## src/rtl/nor_cmd_pkg.sv

```systemverilog
`timescale 1ns/1ps
package nor_cmd_pkg;
   typedef enum logic [1:0] {
      OP_NONE = 2'b00,
      OP_PROG = 2'b01,
      OP_SECT = 2'b10,
      OP_CHIP = 2'b11
   } nor_op_e;

   typedef enum logic [2:0] {
      S_IDLE,
      S_UNL1,
      S_UNL2,
      S_PROG,
      S_ERA1,
      S_ERA2,
      S_ERA3
   } seq_st_e;

   localparam int          CMP_W    = 15;
   localparam logic [14:0] ADR_CMD  = 15'h5555;
   localparam logic [14:0] ADR_ALT  = 15'h2AAA;
   localparam logic [7:0]  D_KEY1   = 8'hAA;
   localparam logic [7:0]  D_KEY2   = 8'h55;
   localparam logic [7:0]  D_PROG   = 8'hA0;
   localparam logic [7:0]  D_ERASE  = 8'h80;
   localparam logic [7:0]  D_IDIN   = 8'h90;
   localparam logic [7:0]  D_IDOUT  = 8'hF0;
   localparam logic [7:0]  D_SECT   = 8'h30;
   localparam logic [7:0]  D_CHIP   = 8'h10;
   localparam logic [7:0]  MFR_CODE = 8'hBF;

   localparam int          N_KEYS    = 2;
   localparam logic [29:0] KEY_ADRS  = {ADR_ALT, ADR_CMD};
   localparam logic [15:0] KEY_DATAS = {D_KEY2, D_KEY1};
endpackage

```

## src/rtl/nor_cyc_match.sv

```systemverilog
`timescale 1ns/1ps
module nor_cyc_match #(
   parameter logic [14:0] MATCH_ADDR = 15'h5555,
   parameter logic [7:0]  MATCH_DATA = 8'hAA
) (
   input  logic [14:0] cmp_addr,
   input  logic [7:0]  cmp_data,
   output logic        hit
);
   assign hit = (cmp_addr == MATCH_ADDR) && (cmp_data == MATCH_DATA);
endmodule

```

## src/rtl/nor_seq_fsm.sv

```systemverilog
`timescale 1ns/1ps
module nor_seq_fsm
   import nor_cmd_pkg::*;
#(
   parameter int ADDR_W      = 16,
   parameter int SECTOR_BITS = 12
) (
   input  logic              clk,
   input  logic              rst_n,
   input  logic              wr_en,
   input  logic              busy,
   input  logic [ADDR_W-1:0] addr,
   input  logic [7:0]        wdata,
   input  logic [N_KEYS-1:0] key_hit,
   output logic              req_valid,
   output logic [1:0]        req_op,
   output logic [ADDR_W-1:0] req_addr,
   output logic [7:0]        req_data,
   output logic              id_mode
);
   localparam int UPPER_W = ADDR_W - SECTOR_BITS;

   seq_st_e           st_q, st_nxt;
   logic              id_nxt;
   logic              fire;
   nor_op_e           op_nxt, op_q;
   logic [ADDR_W-1:0] addr_nxt;
   logic              at_cmd;
   logic              take;

   assign at_cmd = (addr[CMP_W-1:0] == ADR_CMD);
   assign take   = wr_en && !busy;

   always_comb begin
      st_nxt   = S_IDLE;
      id_nxt   = id_mode;
      fire     = 1'b0;
      op_nxt   = OP_NONE;
      addr_nxt = '0;
      case (st_q)
         S_IDLE: begin
            if (wdata == D_IDOUT) id_nxt = 1'b0;
            else if (key_hit[0])  st_nxt = S_UNL1;
         end
         S_UNL1: if (key_hit[1]) st_nxt = S_UNL2;
         S_UNL2: begin
            if (at_cmd) begin
               case (wdata)
                  D_PROG:  st_nxt = S_PROG;
                  D_ERASE: st_nxt = S_ERA1;
                  D_IDIN:  id_nxt = 1'b1;
                  D_IDOUT: id_nxt = 1'b0;
                  default: st_nxt = S_IDLE;
               endcase
            end
         end
         S_PROG: begin
            fire     = 1'b1;
            op_nxt   = OP_PROG;
            addr_nxt = addr;
         end
         S_ERA1: if (key_hit[0]) st_nxt = S_ERA2;
         S_ERA2: if (key_hit[1]) st_nxt = S_ERA3;
         S_ERA3: begin
            if (wdata == D_SECT) begin
               fire     = 1'b1;
               op_nxt   = OP_SECT;
               addr_nxt = {addr[ADDR_W-1 -: UPPER_W], {SECTOR_BITS{1'b0}}};
            end else if ((wdata == D_CHIP) && at_cmd) begin
               fire     = 1'b1;
               op_nxt   = OP_CHIP;
               addr_nxt = '0;
            end
         end
         default: st_nxt = S_IDLE;
      endcase
   end

   always_ff @(posedge clk) begin
      if (!rst_n) begin
         st_q      <= S_IDLE;
         id_mode   <= 1'b0;
         req_valid <= 1'b0;
         op_q      <= OP_NONE;
         req_addr  <= '0;
         req_data  <= '0;
      end else begin
         req_valid <= 1'b0;
         if (take) begin
            st_q    <= st_nxt;
            id_mode <= id_nxt;
            if (fire) begin
               req_valid <= 1'b1;
               op_q      <= op_nxt;
               req_addr  <= addr_nxt;
               req_data  <= wdata;
            end
         end
      end
   end

   assign req_op = op_q;
endmodule

```

## src/rtl/nor_id_mux.sv

```systemverilog
`timescale 1ns/1ps
module nor_id_mux
   import nor_cmd_pkg::*;
#(
   parameter logic [7:0] DEV_CODE = 8'hD4
) (
   input  logic       id_mode,
   input  logic       sel_dev,
   input  logic [7:0] arr_rdata,
   output logic [7:0] rd_data
);
   always_comb begin
      if (!id_mode)     rd_data = arr_rdata;
      else if (sel_dev) rd_data = DEV_CODE;
      else              rd_data = MFR_CODE;
   end
endmodule

```

## src/rtl/nor_cmd_decoder.sv

```systemverilog
`timescale 1ns/1ps
module nor_cmd_decoder
   import nor_cmd_pkg::*;
#(
   parameter int         ADDR_W      = 16,
   parameter int         SECTOR_BITS = 12,
   parameter logic [7:0] DEV_CODE    = 8'hD4
) (
   input  logic              clk,
   input  logic              rst_n,
   input  logic              wr_en,
   input  logic [ADDR_W-1:0] addr,
   input  logic [7:0]        wdata,
   input  logic              exec_busy,
   input  logic [7:0]        arr_rdata,
   output logic              req_valid,
   output logic [1:0]        req_op,
   output logic [ADDR_W-1:0] req_addr,
   output logic [7:0]        req_data,
   output logic              id_mode,
   output logic [7:0]        rd_data
);
   generate
      if (ADDR_W < CMP_W) begin : g_bad_addr_w
         $error("ADDR_W must cover the 15-bit command address window");
      end
      if ((SECTOR_BITS < 1) || (SECTOR_BITS >= ADDR_W)) begin : g_bad_sector
         $error("SECTOR_BITS must lie between 1 and ADDR_W-1");
      end
   endgenerate

   logic [N_KEYS-1:0] key_hit;

   generate
      for (genvar k = 0; k < N_KEYS; k++) begin : g_key
         nor_cyc_match #(
            .MATCH_ADDR (KEY_ADRS[k*CMP_W +: CMP_W]),
            .MATCH_DATA (KEY_DATAS[k*8 +: 8])
         ) u_match (
            .cmp_addr (addr[CMP_W-1:0]),
            .cmp_data (wdata),
            .hit      (key_hit[k])
         );
      end
   endgenerate

   nor_seq_fsm #(
      .ADDR_W      (ADDR_W),
      .SECTOR_BITS (SECTOR_BITS)
   ) u_fsm (
      .clk       (clk),
      .rst_n     (rst_n),
      .wr_en     (wr_en),
      .busy      (exec_busy),
      .addr      (addr),
      .wdata     (wdata),
      .key_hit   (key_hit),
      .req_valid (req_valid),
      .req_op    (req_op),
      .req_addr  (req_addr),
      .req_data  (req_data),
      .id_mode   (id_mode)
   );

   nor_id_mux #(
      .DEV_CODE (DEV_CODE)
   ) u_idmux (
      .id_mode   (id_mode),
      .sel_dev   (addr[0]),
      .arr_rdata (arr_rdata),
      .rd_data   (rd_data)
   );
endmodule

```

## config.mk

```make
export PLATFORM = sky130hd
export DESIGN_NAME = nor_cmd_decoder
export DESIGN_NICKNAME = d
export VERILOG_FILES = /design/src/rtl/nor_cmd_pkg.sv /design/src/rtl/nor_cyc_match.sv /design/src/rtl/nor_seq_fsm.sv /design/src/rtl/nor_id_mux.sv /design/src/rtl/nor_cmd_decoder.sv
export SDC_FILE = /design/constraint.sdc
export NUM_CORES = 1
export LEC_CHECK = 0
export BUFFER_PORTS_ARGS = -buffer_cell sky130_fd_sc_hd__buf_4
export CAP_MARGIN = 30
export CORE_UTILIZATION = 30
export CTS_CLUSTER_SIZE = 25
export DETAILED_ROUTE_END_ITERATION = 10
export SETUP_SLACK_MARGIN = 0.3
export SLEW_MARGIN = 40
export SYNTH_ARGS = -nofsm -noshare
export SYNTH_HDL_FRONTEND = slang
export SYNTH_SLANG_ARGS = --single-unit
```

## constraint.sdc

```tcl
create_clock -name clk -period 2.5 [get_ports clk]
set_input_delay 0.375 -clock clk [delete_from_list [all_inputs] [get_ports clk]]
set_output_delay 0.375 -clock clk [all_outputs]
set_load 0.02 [all_outputs]
```

==> run summary <==
The cell area that synthesis handed to floorplanning was 0.001570 mm². The final routed DRC violation total came out at 0. The maximum fanout along the worst path is 25. The later pin in the worst-skew pair is clocked with a latency of 0.29 ns.

The average cell area after synthesis came out at 9.183 µm². The synthesized netlist contains 47 unique library cells. The total of hold buffers inserted after clock tree synthesis is 0. The final-layout setup total negative slack is 0 ns. The yosys synthesis warning count is 0.

The post-CTS clock slew at the launch and capture registers of the worst setup and hold paths came out at 0.07 ns. The run finished with clean final reports. The worst clock skew on the final layout came out at 0.008039 ns. The number of gates resized after CTS was 0. The placed wire-length estimate came out at 3.208 mm. The met2 track demand over resource in global routing came out at 26.36%. At the end of routability-driven placement, the weighted congestion stood at 0.8105. Global routing used 16.67% of the available tracks. Data on the critical path arrives at its endpoint at 2.02 ns. For this configuration, the core starts out at a cell density of 32.18%. After global routing, the most crowded layer is met2.

The static leakage power is 1.022 nW. At the worst endpoint, the required time is 2.68 ns. The die covers 0.005527 mm². The mean routed wirelength per cell came out at 13.77 µm.

The detailed router finished its first iteration with 53 violations. The post-route worst hold slack is 0.3131 ns. Compared with the post-synthesis result, the final layout area differs by 44.46%.

The setup fix buffers added after clock tree synthesis came out at 0. The number of buffers inserted during clock tree synthesis came out at 5. The final-layout fill cell count is 520. The routed layout has 1,567 vias. The final critical path time including I/O delays and setup is 1.841 ns. The category of cells accounting for the largest share of critical-path delay is simple AND/OR/NAND/NOR gates. Setup violations remaining at the end of the flow were counted as 0. The worst setup path is captured at a flop. Synthesis produced a netlist whose cell count is 171. The critical path's largest stage delay is 0.48 ns.

The number of top-level design ports is 72. The number of antenna diodes came out at 0. Walking the worst path, the cells encountered are or4_4, nor4_4, a21oi_2, buf_4, a32o_1. The floorplan step set the die width to 74.35 µm. The TritonCTS clock tree is done. STA classifies the critical path startpoint as a flop. Row generation in the floorplan step produced 25 rows. The fraction of registers with async set/reset came out at 0%. The length of the first detailed-routing pass in iterations came out at 4. Entering global routing, the biggest net connects 39 pins. The slew of the pin with the lowest slew margin is 0.5980 ns. The final-stage net count is 278. The met3 layer usage reported by global route is 4.472%. The number of enable flip-flop cells after synthesis is 0.

The design draws 1.052 mW. The first global-routing pass estimated 6.969 mm of wire. The total length of routed wires came out at 4.270 mm. The final count of hold timing violations was 0. The number of global-route vias before repair came to 1,520.

The number of flip-flops and latches in the synthesized netlist is 31. The H-tree depth came out at 2. The peak clock frequency supported by timing is 543.1 MHz. The path class of the tightest hold or removal check is in2reg.

The critical path is of the reg2reg type. The largest voltage drop on the vdd net came out at 174.7 µV. The via density per instance is 5.055.

The final standard cell utilization of the core is 46.49%. The initial antenna violation count came out at 0. The sum of buffers and inverters on the critical path is 1. The sequential cell area fraction in the yosys report is 39.52%. In the final layout, the share of cells above drive strength 1 is 39.09%. Among all stages on the critical path, the largest delay is contributed by sky130_fd_sc_hd__or4_4. The most used flip-flop cell after synthesis is sky130_fd_sc_hd__dfxtp_1. Setup repair after global routing left no endpoint under its margin. The number of nets produced by synthesis is 207. The final clock period utilization by the worst path came out at 73.65%. The clock tree buffer depth is 2. The core box area came out at 0.004880 mm².

The max-slew violation count came out at 0. The count of antenna-violating nets left after detailed routing came out at 0. Dividing total power by cell area gives a power density of 463.9 mW/mm².

Port buffering added 71 buffers. The vertical die dimension is 74.35 µm. The buffer type at the clock tree root is sky130_fd_sc_hd__clkbuf_8. The total global routing overflow is 0. Measured against its own limit, the worst slew margin works out to 59.80%. The clock sink count is 31. For met1 alone, demand over resource in global routing was 21.01%. The number of maximum-capacitance constraint violations came out at 0.
cell usage after synthesis (all sizes together), types with 3 or more instances:
cell | count | area [µm²]
dfxtp | 31 | 620.6
nand2 | 27 | 101.4
a32o | 12 | 120.1
mux2i | 12 | 120.1
clkbuf | 9 | 33.78
inv | 7 | 26.28
nand3 | 6 | 30.03
nor2 | 6 | 22.52
a21oi | 4 | 23.77
nand2b | 4 | 25.02
nand4 | 4 | 25.02
nor3 | 4 | 20.02
o21ai | 4 | 20.02
nand3b | 3 | 22.52
nor4bb | 3 | 30.03
or2 | 3 | 18.77
or3b | 3 | 28.78
per-layer routing:
| layer | wire, µm | vias to the layer above |
|---|---|---|
| li1 | - | 776 |
| met1 | 1961 | 729 |
| met2 | 1910 | 52 |
| met3 | 304 | 10 |
| met4 | 93 | 0 |
| met5 | 0 | - |
final timing paths:
path	startpoint	to	slack, ns	cells after the start
worst min-delay path	addr[1]	u_fsm.req_addr[1]	0.31	2
worst max-delay path	u_fsm.st_q[0]	u_fsm.req_addr[8]	0.66	5
worst min register to register	u_fsm.req_data[5]	u_fsm.req_data[5]	0.46	2
worst max register to register	u_fsm.st_q[0]	u_fsm.req_addr[8]	0.66	5
placed cells by master, fill, tap and decap left out, drive strengths merged, types with 2 or more instances in the layout:
cell,count
nand4bb,2
o21ai,4
or3b,3
inv,7
nor2,6
nand4,4
nor4,2
nand2b,4
nand2,27
buf,75
nor4bb,3
nand3,6
a21oi,4
dfxtp,31
o41ai,2
nor3,4
or2,3
clkbuf,7
mux2i,12
o22ai,2
nand3b,3
a32o,12
power by group:
part           switching, mW  internal, mW
Combinational         0.0597        0.0605
Sequential      0.0000000191         0.494
Clock                  0.188         0.250
worst reg2reg max path, stage by stage, from the launching register on:
cell	delay [ns]
sky130_fd_sc_hd__dfxtp_1	0.37
sky130_fd_sc_hd__or4_4	0.48
sky130_fd_sc_hd__nor4_4	0.26
sky130_fd_sc_hd__a21oi_2	0.09
sky130_fd_sc_hd__buf_4	0.25
sky130_fd_sc_hd__a32o_1	0.30
through the flow:
step           instance area [µm²]  setup WS (ns)  cells
2_1_floorplan                 1570         0.6930    171
3_3_place_gp                  2165         0.4572    302
3_5_place_dp                  2165         0.4159    302
4_1_cts                       2268         0.6607    310
5_1_grt                       2268         0.5859    310
6_report                      2268         0.6587    310
cell type report:
cell class	count	area [µm²]	share of cell area, %
multi-input combinational	121	867.1	38.22
sequential	31	620.6	27.36
timing repair buffer	75	563.0	24.82
clock buffer	7	96.34	4.247
tap	67	83.83	3.696
inverter	8	30.03	1.324
clock inverter	1	7.507	0.3309
state kept, by name (all words and copies together) (netlist names):
| signal | count |
|---|---|
| u_fsm.id_mode | 1 |
| u_fsm.req_addr | 16 |
| u_fsm.req_data | 8 |
| u_fsm.req_op | 2 |
| u_fsm.req_valid | 1 |
| u_fsm.st_q | 3 |
logic make-up after synthesis:
logic type             after synthesis  synth area share, %
multiplexers                        13                8.367
AND/OR/NAND/NOR                     74                28.05
flip-flops                          31                39.52
AO/OA/AOI/OAI                       33                18.25
buffers and inverters               19                5.259
XOR/XNOR                             1               0.5579
(Power assumes the default switching activity.)
